<file path="src/rtl/flashid_pkg.sv">
package flashid_pkg;

  typedef enum logic [2:0] {
    K_NONE, K_JEDEC, K_MID, K_MID2, K_RES, K_UID, K_PD
  } kind_t;

  function automatic kind_t decode_op(input logic [7:0] op);
    case (op)
      8'h9F:   return K_JEDEC;
      8'h90:   return K_MID;
      8'h92:   return K_MID2;
      8'hAB:   return K_RES;
      8'h4B:   return K_UID;
      8'hB9:   return K_PD;
      default: return K_NONE;
    endcase
  endfunction

  // rising edges between the opcode and the first output bit
  function automatic logic [5:0] pre_edges(input kind_t k);
    case (k)
      K_MID:   return 6'd24;
      K_MID2:  return 6'd12;
      K_RES:   return 6'd24;
      K_UID:   return 6'd32;
      default: return 6'd0;
    endcase
  endfunction

  // index of the last byte before the answer wraps
  function automatic logic [2:0] seq_last(input kind_t k);
    case (k)
      K_JEDEC: return 3'd2;
      K_MID:   return 3'd1;
      K_MID2:  return 3'd1;
      K_UID:   return 3'd7;
      default: return 3'd0;
    endcase
  endfunction

endpackage

</file>
<file path="src/rtl/fid_edges.sv">
module fid_edges (
  input  logic clk,
  input  logic rst_n,
  input  logic sck,
  input  logic cs_n,
  output logic rise,
  output logic fall,
  output logic cs_end
);
  logic sck_q, cs_q;

  always_ff @(posedge clk or negedge rst_n) begin
    if (!rst_n) begin
      sck_q <= 1'b0;
      cs_q  <= 1'b1;
    end else begin
      sck_q <= sck;
      cs_q  <= cs_n;
    end
  end

  assign rise   = !cs_n && sck && !sck_q;
  assign fall   = !cs_n && !sck && sck_q;
  assign cs_end = cs_n && !cs_q;
endmodule

</file>
<file path="src/rtl/fid_frontend.sv">
module fid_frontend
  import flashid_pkg::*;
(
  input  logic       clk,
  input  logic       rst_n,
  input  logic       cs_n,
  input  logic       rise,
  input  logic [1:0] io_in,
  input  logic       pd,
  input  logic       releasing,
  output kind_t      kind,
  output logic       in_resp,
  output logic       swap,
  output logic       pd_req,
  output logic       rel_req
);
  typedef enum logic [1:0] {ST_OPC, ST_ADDR, ST_RESP, ST_SKIP} st_t;

  st_t        st;
  logic [5:0] cnt;
  logic [7:0] sh;

  logic [7:0] op_next;
  kind_t      op_kind;
  logic       blocked;
  logic [7:0] addr_next;
  logic       op_last;
  logic       addr_last;

  assign op_next   = {sh[6:0], io_in[0]};
  assign op_kind   = decode_op(op_next);
  assign blocked   = releasing || (pd && op_kind != K_RES);
  assign addr_next = (kind == K_MID2) ? {sh[5:0], io_in[1], io_in[0]} : {sh[6:0], io_in[0]};
  assign op_last   = (st == ST_OPC) && rise && (cnt == 6'd7);
  assign addr_last = (st == ST_ADDR) && rise && (cnt == pre_edges(kind) - 6'd1);

  always_ff @(posedge clk or negedge rst_n) begin
    if (!rst_n) begin
      st      <= ST_OPC;
      cnt     <= '0;
      sh      <= '0;
      kind    <= K_NONE;
      swap    <= 1'b0;
      pd_req  <= 1'b0;
      rel_req <= 1'b0;
    end else if (cs_n) begin
      st      <= ST_OPC;
      cnt     <= '0;
      kind    <= K_NONE;
      swap    <= 1'b0;
      pd_req  <= 1'b0;
      rel_req <= 1'b0;
    end else if (rise) begin
      case (st)
        ST_OPC: begin
          sh <= op_next;
          if (op_last) begin
            cnt <= '0;
            if (blocked) begin
              st <= ST_SKIP;
            end else if (op_kind == K_PD) begin
              pd_req <= 1'b1;
              st     <= ST_SKIP;
            end else if (op_kind == K_NONE) begin
              st <= ST_SKIP;
            end else begin
              kind    <= op_kind;
              rel_req <= (op_kind == K_RES) && pd;
              st      <= (pre_edges(op_kind) == 6'd0) ? ST_RESP : ST_ADDR;
            end
          end else begin
            cnt <= cnt + 6'd1;
          end
        end
        ST_ADDR: begin
          sh <= addr_next;
          if (addr_last) begin
            st   <= ST_RESP;
            swap <= (addr_next == 8'h01);
          end else begin
            cnt <= cnt + 6'd1;
          end
        end
        default: ;
      endcase
    end
  end

  assign in_resp = (st == ST_RESP);

  assert_pd_ignore_R9: assert property (@(posedge clk) disable iff (!rst_n)
    (op_last && !cs_n && pd && op_kind != K_RES) |=> (st == ST_SKIP));

  assert_unknown_skip_R11: assert property (@(posedge clk) disable iff (!rst_n)
    (op_last && !cs_n && op_kind == K_NONE) |=> !in_resp);

  assert_addr_window_R3: assert property (@(posedge clk) disable iff (!rst_n)
    (st == ST_ADDR) |-> (cnt < pre_edges(kind)));
endmodule

</file>
<file path="src/rtl/fid_tx.sv">
module fid_tx
  import flashid_pkg::*;
#(
  parameter logic [7:0]  MFR_ID    = 8'hEF,
  parameter logic [7:0]  MEM_TYPE  = 8'h30,
  parameter logic [7:0]  MEM_CAP   = 8'h12,
  parameter logic [7:0]  DEV_ID    = 8'h11,
  parameter logic [63:0] UNIQUE_ID = 64'hD1A5_0C37_9E42_B6F8
) (
  input  logic       clk,
  input  logic       rst_n,
  input  logic       cs_n,
  input  logic       fall,
  input  logic       in_resp,
  input  kind_t      kind,
  input  logic       swap,
  output logic [1:0] io_out,
  output logic [1:0] io_oe
);
  function automatic logic [7:0] pick(input kind_t k, input logic [2:0] i, input logic sw);
    logic [7:0] b;
    case (k)
      K_JEDEC: b = (i == 3'd0) ? MFR_ID : (i == 3'd1) ? MEM_TYPE : MEM_CAP;
      K_MID, K_MID2: b = (i[0] ^ sw) ? DEV_ID : MFR_ID;
      K_RES:   b = DEV_ID;
      K_UID:   b = UNIQUE_ID[8 * (7 - int'(i)) +: 8];
      default: b = 8'h00;
    endcase
    return b;
  endfunction

  logic [2:0] idx, pos;
  logic [7:0] cur;
  logic       dual;
  logic       byte_done;

  assign cur       = pick(kind, idx, swap);
  assign dual      = (kind == K_MID2);
  assign byte_done = dual ? (pos == 3'd6) : (pos == 3'd7);

  always_ff @(posedge clk or negedge rst_n) begin
    if (!rst_n) begin
      idx    <= '0;
      pos    <= '0;
      io_out <= '0;
      io_oe  <= '0;
    end else if (cs_n || !in_resp) begin
      idx    <= '0;
      pos    <= '0;
      io_out <= '0;
      io_oe  <= '0;
    end else if (fall) begin
      if (dual) begin
        io_oe  <= 2'b11;
        io_out <= {cur[3'd7 - pos], cur[3'd6 - pos]};
      end else begin
        io_oe  <= 2'b10;
        io_out <= {cur[3'd7 - pos], 1'b0};
      end
      if (byte_done) begin
        pos <= '0;
        idx <= (idx == seq_last(kind)) ? 3'd0 : idx + 3'd1;
      end else begin
        pos <= pos + (dual ? 3'd2 : 3'd1);
      end
    end
  end

  assert_oe_quiet_R7: assert property (@(posedge clk) disable iff (!rst_n)
    $past(cs_n) |-> (io_oe == 2'b00));

  assert_dual_only_R4: assert property (@(posedge clk) disable iff (!rst_n)
    (io_oe == 2'b11) |-> (kind == K_MID2));

  assert_dual_even_R4: assert property (@(posedge clk) disable iff (!rst_n)
    dual |-> !pos[0]);

  assert_wrap_R6: assert property (@(posedge clk) disable iff (!rst_n)
    in_resp |-> (idx <= seq_last(kind)));
endmodule

</file>
<file path="src/rtl/fid_pwr.sv">
module fid_pwr #(
  parameter int RELEASE_CYC = 16
) (
  input  logic clk,
  input  logic rst_n,
  input  logic cs_end,
  input  logic pd_req,
  input  logic rel_req,
  output logic pd,
  output logic releasing
);
  localparam int CW = $clog2(RELEASE_CYC + 1);
  logic [CW-1:0] cnt;
  logic          enter_ev, release_ev;

  assign enter_ev   = cs_end && pd_req && !pd;
  assign release_ev = cs_end && rel_req && pd && !releasing;

  always_ff @(posedge clk or negedge rst_n) begin
    if (!rst_n) begin
      pd        <= 1'b0;
      releasing <= 1'b0;
      cnt       <= '0;
    end else if (enter_ev) begin
      pd <= 1'b1;
    end else if (release_ev) begin
      releasing <= 1'b1;
      cnt       <= CW'(RELEASE_CYC);
    end else if (releasing) begin
      if (cnt <= CW'(1)) begin
        pd        <= 1'b0;
        releasing <= 1'b0;
        cnt       <= '0;
      end else begin
        cnt <= cnt - CW'(1);
      end
    end
  end

  assert_enter_R8: assert property (@(posedge clk) disable iff (!rst_n)
    enter_ev |=> pd);

  assert_release_start_R10: assert property (@(posedge clk) disable iff (!rst_n)
    release_ev |=> (releasing && pd));

  assert_release_in_pd_R10: assert property (@(posedge clk) disable iff (!rst_n)
    releasing |-> pd);

  assert_wake_path_R10: assert property (@(posedge clk) disable iff (!rst_n)
    $fell(pd) |-> $past(releasing));
endmodule

</file>
<file path="src/rtl/flashid_responder.sv">
module flashid_responder
  import flashid_pkg::*;
#(
  parameter logic [7:0]  MFR_ID      = 8'hEF,
  parameter logic [7:0]  MEM_TYPE    = 8'h30,
  parameter logic [7:0]  MEM_CAP     = 8'h12,
  parameter logic [7:0]  DEV_ID      = 8'h11,
  parameter logic [63:0] UNIQUE_ID   = 64'hD1A5_0C37_9E42_B6F8,
  parameter int          RELEASE_CYC = 16
) (
  input  logic       clk,
  input  logic       rst_n,
  input  logic       sck,
  input  logic       cs_n,
  input  logic [1:0] io_in,
  output logic [1:0] io_out,
  output logic [1:0] io_oe,
  output logic       pwr_down
);
  logic  rise, fall, cs_end;
  logic  pd, releasing;
  kind_t kind;
  logic  in_resp, swap, pd_req, rel_req;

  fid_edges u_edges (
    .clk(clk), .rst_n(rst_n), .sck(sck), .cs_n(cs_n),
    .rise(rise), .fall(fall), .cs_end(cs_end)
  );

  fid_frontend u_front (
    .clk(clk), .rst_n(rst_n), .cs_n(cs_n), .rise(rise), .io_in(io_in),
    .pd(pd), .releasing(releasing), .kind(kind), .in_resp(in_resp),
    .swap(swap), .pd_req(pd_req), .rel_req(rel_req)
  );

  fid_tx #(
    .MFR_ID(MFR_ID), .MEM_TYPE(MEM_TYPE), .MEM_CAP(MEM_CAP),
    .DEV_ID(DEV_ID), .UNIQUE_ID(UNIQUE_ID)
  ) u_tx (
    .clk(clk), .rst_n(rst_n), .cs_n(cs_n), .fall(fall), .in_resp(in_resp),
    .kind(kind), .swap(swap), .io_out(io_out), .io_oe(io_oe)
  );

  fid_pwr #(.RELEASE_CYC(RELEASE_CYC)) u_pwr (
    .clk(clk), .rst_n(rst_n), .cs_end(cs_end), .pd_req(pd_req),
    .rel_req(rel_req), .pd(pd), .releasing(releasing)
  );

  assign pwr_down = pd;
endmodule

</file>
<file path="config.mk">
export PLATFORM = sky130hd
export DESIGN_NAME = flashid_responder
export DESIGN_NICKNAME = d
export VERILOG_FILES = /design/src/rtl/flashid_pkg.sv /design/src/rtl/fid_edges.sv /design/src/rtl/fid_frontend.sv /design/src/rtl/fid_tx.sv /design/src/rtl/fid_pwr.sv /design/src/rtl/flashid_responder.sv
export SDC_FILE = /design/constraint.sdc
export NUM_CORES = 1
export LEC_CHECK = 0
export BUFFER_PORTS_ARGS = -buffer_cell sky130_fd_sc_hd__buf_2
export CORE_MARGIN = 2
export CORE_UTILIZATION = 65
export CTS_CLUSTER_SIZE = 24
export DETAILED_ROUTE_END_ITERATION = 16
export PLACE_DENSITY = 0.82
export REMOVE_ABC_BUFFERS = 1
export SLEW_MARGIN = 10
export SYNTH_ARGS = -nofsm -noshare
export SYNTH_HDL_FRONTEND = slang
export SYNTH_HIERARCHICAL = 1
export SYNTH_SLANG_ARGS = --single-unit
</file>
<file path="constraint.sdc">
create_clock -name clk -period 5.24 [get_ports clk]
set_input_delay 1.048 -clock clk [delete_from_list [all_inputs] [get_ports clk]]
set_output_delay 1.048 -clock clk [all_outputs]
set_load 0.02 [all_outputs]
</file>
### After elaboration in Yosys (flattened, before gate mapping)

Cells that the tools add are included.
W data, S select, Z words.

* add/subtract/negate cells: 8
* multiply operators: 0
* div/mod/pow operators: 0
* magnitude comparators: 3
* equality and inequality tests: 33
* shifts and indexed selects: 1
* mux-type cells: 87
* bitwise logic cells: 3
* reductions and logical operators: 54

Operators with widths (count)
* $mux W6: 12
* $shiftx A64 B32 Y8 const A: 1
* $mux W3: 17
* $eq A8 B8 Y1 const B: 5
* $pmux W6 S3: 2
* $pmux W8 S4: 1
* $mux W1: 29
* $mux W2: 13
* $mux W8: 3
* $reduce_bool A2 Y1: 12
* $eq A3 B3 Y1 const B: 7
* $pmux W3 S6: 1
* $logic_and A1 B1 Y1: 16
* $mux W5: 3
* $pmux W7 S2: 1
* $eq A3 B2 Y1 const B: 4
* $pmux W6 S2: 1
* $reduce_and A3 Y1: 4
* $pmux W3 S3: 1
* $eq A8 B1 Y1 const B: 1
* $eq A8 B7 Y1 const B: 1
* $lt A3 B4 Y1 const B: 2
* $logic_not A1 Y1: 7
* $add A6 B1 Y6 const B: 1
* 31 further kinds: 44

* register bits: 40
* bits in latches: 0
* bits in writable memories: 0
* ROM bits: 0
* input bits: 6
* logic and storage cells: 205
* memories: 0

### Longest topological paths before layout

* depth in word-level cells: 21
* gate-level depth with buffers: 9

### Cells and area by module

Netlist, hierarchy kept.

By module, submodules not included
* fid_frontend: instances 1, cells each 159, area each 1441.4 µm²
* fid_tx: instances 1, cells each 142, area each 1187.4 µm²
* fid_pwr: instances 1, cells each 47, area each 444.2 µm²
* fid_edges: instances 1, cells each 5, area each 72.6 µm²

### Worst setup path before layout

No wires, ideal clock.

* kind: input-to-reg
* start: input port cs_n
* end: register u_front.kind[2]
* arrival time: 2.508 ns
* required time: 5.104 ns
* path slack: 2.596 ns
* cell stages on the path: 7
* cell sequence: nor3b_1 > nor2b_1 > clkbuf_1 > nand4_1 > or4_4 > o21ai_1 > a21oi_1

* cells in the longest elaborated chain, start to end: 7
* elaborated cells on any way between the ends: 13

Ends and longest elaborated chain
* from (decl): line flashid_responder.sv:14 `input logic cs_n,`
* $logic_not A1 Y1: line fid_edges.sv:22 `assign rise = !cs_n && sck && !sck_q;`
* $logic_and A1 B1 Y1 (2 in a row): line fid_edges.sv:22
* $logic_and A1 B1 Y1 (2 in a row): line fid_frontend.sv:34 `assign op_last = (st == ST_OPC) && rise && (cnt == 6'd7);`
* $reduce_bool A2 Y1 (no source line)
* $reduce_and A6 Y1 (no source line)
* to (signal assigned): line fid_frontend.sv:67 `kind <= op_kind;`
* to (decl): line fid_frontend.sv:11 `output kind_t kind,`

Several ways; a longest one is shown, not always the timed one.
A chain may end at the register's enable or synchronous reset.

### Worst setup path after layout

* start: input port cs_n
* end: register u_front.kind[1]

* cells in the longest elaborated chain, start to end: 7
* elaborated cells on any way between the ends: 13

Ends and longest elaborated chain
* $logic_not A1 Y1 *: line fid_edges.sv:22
* $logic_and A1 B1 Y1 * (2 in a row): line fid_edges.sv:22
* via rise: line flashid_responder.sv:20 `logic rise, fall, cs_end;`
* $logic_and A1 B1 Y1 (2 in a row): line fid_frontend.sv:34
* $reduce_bool A2 Y1 (no source line)
* $reduce_and A6 Y1 (no source line) *

The timed path passes the listed nets; every way through them passes the cells marked *.

==> results_tabular.tex <==
\begin{tabular}{lr}
\hline
Metric & Value \\
\hline
\multicolumn{2}{l}{\textbf{Logic synthesis}} \\
Post-synthesis instance total & 353 \\
Dominant combinational cell family by area after synthesis & simple AND/OR/NAND/NOR gates \\
Number of synthesized flops with an enable pin & 0 \\
Compound-cell area share of the yosys netlist & 16.51\% \\
Fraction of synthesized area in multiplexers & 8.711\% \\
Count of different cell masters after synthesis & 70 \\
Proportion of register bits with asynchronous set or reset after synthesis & 100.0\% \\
Post-Synthesis Mean Instance Area & 8.911 µm² \\
Synthesized-area fraction occupied by adder cells & 6.603\% \\
Sequential cell area fraction in the yosys report & 31.86\% \\
Post-synthesis sequential element count & 40 \\
Simple logic cell fraction of the synthesized area & 28.24\% \\
Synth Area in XOR/XNOR & 1.830\% \\
Warning count from the yosys run & 6 \\
Most used flip-flop cell after synthesis & dfrtp\_1 \\
Mapped cell area & 3146 µm² \\
\multicolumn{2}{l}{\textbf{Place}} \\
Placer congestion estimate & 0.8763 \\
Quantity of I/O buffers inserted on ports & 10 \\
HPWL after detailed placement & 4.424 mm \\
Total placed instance area & 3142 µm² \\
\multicolumn{2}{l}{\textbf{Clock tree}} \\
Hold buffer count at cts & 0 \\
Largest buffer count on any clock path & 2 \\
Post-CTS setup buffer count & 0 \\
Clock insertion delay at the later pin of the skew report & 0.29 ns \\
H-Tree Level Count & 2 \\
TritonCTS buffer count & 5 \\
Clock root buffer & clkbuf\_8 \\
TritonCTS clock tree & yes \\
Clock transition at the registers of the reported paths & 0.07 ns \\
CTS resizes & 0 \\
Total clock sinks & 40 \\
\multicolumn{2}{l}{\textbf{STA}} \\
Max\_slew headroom & 42.29\% \\
Fin Setup TNS & 0 ns \\
Final number of max-transition violations & 0 \\
Hold Vio Cnt, Final & 0 \\
Minimum clock period after layout & 2.869 ns \\
RSZ-0062 raised after global routing & no \\
Worst Tran Pin Value & 0.8657 ns \\
Clock skew & 0.002202 ns \\
Portion of the clock cycle consumed by the worst path in the final layout & 54.75\% \\
Count of endpoints failing setup in the final report & 0 \\
Highest clock frequency the design can meet & 0.3486 GHz \\
\multicolumn{2}{l}{\textbf{Layout}} \\
Fraction of layout cells with a size suffix above 1 & 10.29\% \\
ANT cells & 0 \\
Flip-flop and latch area & 1002 µm² \\
Fill cells & 375 \\
Post-route cell area & 3232 µm² \\
Most frequent standard cell in the layout excluding fill and tap cells & dfrtp\_1 \\
Layout net count & 371 \\
Multi-input gate area & 1947 µm² \\
Synthesis-to-layout area growth & 2.745\% \\
Most used cells in the layout excluding fill and tap cells & dfrtp\_1 (39), nor2\_1 (30), nand2\_1 (29) \\
\multicolumn{2}{l}{\textbf{Run status}} \\
Result of the run & finished clean \\
\multicolumn{2}{l}{\textbf{Flow run}} \\
Max-Cap Viols & 0 \\
\multicolumn{2}{l}{\textbf{Setup path}} \\
Worst endpoint required time & 5.40 ns \\
Reg-to-reg critical path endpoint & u\_tx/io\_out[1] \\
Largest fanout on the critical path & 21 \\
Startpoint of the worst setup timing path & cs\_n \\
Worst Path Class, Setup & input port to register \\
Cell Chain, Critical Path & buf\_2 -> nor3b\_1 -> nor2b\_1 -> nand4\_1 -> or4\_4 -> o21ai\_1 -> a21oi\_1 \\
Type of destination of the critical path & register \\
Stage delay of the slowest cell on the critical path & 0.57 ns \\
Setup crit start kind & input port \\
Data arrival, critical path & 3.03 ns \\
Critical path endpoint & u\_front/kind[1] \\
R2r startpoint & u\_tx/idx[0] \\
Reg-to-reg setup timing slack & 2.65 ns \\
Critical path's slowest cell & or4\_4 \\
Reg2reg path depth & 8 \\
\multicolumn{2}{l}{\textbf{Detailed routing}} \\
Per-cell via count in the routed design & 6.389 \\
TritonRoute pass-1 iters & 4 \\
Post-detailed-route count of antenna-violating nets & 0 \\
Wire length after detailed routing & 6.295 mm \\
Violation count after the first detailed-routing iteration & 136 \\
Routed wire per std cell & 15.58 µm \\
Total number of vias & 2581 \\
Number of design rule violations left after detail routing & 0 \\
\multicolumn{2}{l}{\textbf{Floorplanning}} \\
Die boundary width & 73.57 µm \\
Die footprint & 5412 µm² \\
IO Count & 11 \\
Standard-cell row count & 25 \\
Starting utilization of the core area & 67.04\% \\
Core region area & 4692 µm² \\
Die height & 73.57 µm \\
\multicolumn{2}{l}{\textbf{GRT}} \\
Antenna violations before repair & 0 \\
Tot GR Track Use & 25.46\% \\
Global-route wire length before repair & 10.93 mm \\
Maximum number of pins on one net before global-route repair & 41 \\
GR Overflow Total & 0 \\
Vias in the first global route & 2428 \\
\multicolumn{2}{l}{\textbf{Power and ir drop}} \\
Leak & 1.356 nW \\
Cell area power density & 199.2 nW/µm² \\
Peak supply drop & 221.2 µV \\
\multicolumn{2}{l}{\textbf{Worst hold path}} \\
Tightest Hold Check Type & register to register \\
\hline
\end{tabular}
[area by class of cell]
class / instances / area share, %
timing repair buffer: 11 / 1.781
inverter: 18 / 2.091
tap: 54 / 2.091
sequential: 40 / 31.01
clock buffer: 8 / 2.787
multi-input combinational: 273 / 60.24
[through the flow]
step,hold WS (ns),setup WS [ns],instances,power (mW),utilization (%)
2_1_floorplan,0.5026,2.408,331,0.4098,-
3_3_place_gp,0.4758,2.187,396,0.4358,66.96
3_5_place_dp,0.4810,2.098,396,0.4393,66.96
4_1_cts,0.4990,2.397,404,0.6462,68.88
5_1_grt,0.5289,2.172,404,0.6735,68.88
6_report,0.4941,2.371,404,0.6438,68.88
[registers in the layout, indices dropped and copies added (netlist names)]
signal           count
u_pwr/pd             1
u_tx/idx             3
u_front/sh           7
u_front/rel_req      1
u_front/pd_req       1
u_tx/io_out          2
u_front/cnt          6
u_tx/io_oe           2
u_tx/pos             3
u_edges/sck_q        1
u_pwr/cnt            5
u_front/swap         1
u_front/st           2
u_front/kind         3
u_pwr/releasing      1
u_edges/cs_q         1
[worst max-delay path: cells and delay by family]
kind                   cells  cell delay, ns
and+or+nand+nor            4            1.54
AOI/OAI and AO/OA          2            0.23
buffers and inverters      1            0.21
[cells in the mapped netlist, drive strengths merged (2+ instances only)]
cell type	number	area share [%]
a21oi	21	3.3
xor2	4	1.1
ha	15	6.0
nor4	9	2.2
and3	5	0.99
a22o	3	0.84
clkbuf	8	0.99
a31o	2	0.56
nand4b	4	1.6
mux2i	15	4.8
mux4	3	2.1
mux2	5	1.8
nand2b	7	1.4
nor2b	10	2.0
a2111oi	2	0.60
buf	14	3.1
nor2	31	3.8
nor3b	7	1.7
nor4b	2	0.56
nand3b	9	2.1
a21o	4	0.95
nand3	9	1.4
o22ai	4	1.2
and3b	3	0.84
a211oi	5	1.2
o21ai	13	2.1
nand2	29	3.5
nor3	14	2.2
a31oi	3	0.60
dfrtp	39	31
inv	17	2.0
and4	2	0.56
o211ai	5	1.5
nand4	5	0.99
[cell families (layout without fill, tap and decap cells)]
group                    after synthesis  after routing
AO/OA/AOI/OAI                         74             74
flip-flops                            40             40
XOR/XNOR                               5              5
buffers and inverters                 40             37
adder cells (fa/ha/maj)               16             16
AND/OR/NAND/NOR                      155            155
multiplexers                          23             23
[layer usage]
| layer | share of wire [%] | global-route usage, % | vias to the layer above |
|---|---|---|---|
| li1 | - | - | 1280 |
| met1 | 47 | 34.16 | 1250 |
| met2 | 49 | 42.76 | 44 |
| met3 | 3.6 | 4.115 | 7 |
| met4 | 1.1 | 6.869 | 0 |
| met5 | 0 | 0 | - |
[worst min path at each step]
stage / endpoint / slack [ns] / from / depth (start not counted)
finish: u_tx/io_oe[1] / 0.49 / u_tx/io_oe[1] / 2
global route: u_tx/io_oe[1] / 0.53 / u_tx/io_oe[1] / 2
CTS: u_tx/io_oe[1] / 0.50 / u_tx/io_oe[1] / 2
detailed placement: u_tx/io_oe[1] / 0.48 / u_tx/io_oe[1] / 2
global placement: u_tx/io_oe[1] / 0.48 / u_tx/io_oe[1] / 2
floorplan: u_pwr/cnt[4] / 0.50 / u_pwr/cnt[4] / 1
[power by group]
group	internal [mW]	total [mW]	leakage, nW	switching, mW
logic	0.0323	0.0665	0.799	0.0342
clock network	0.107	0.211	0.0455	0.104
registers	0.324	0.366	0.511	0.0419
total	0.464	0.644	1.36	0.180
(Power assumes the default switching activity.)
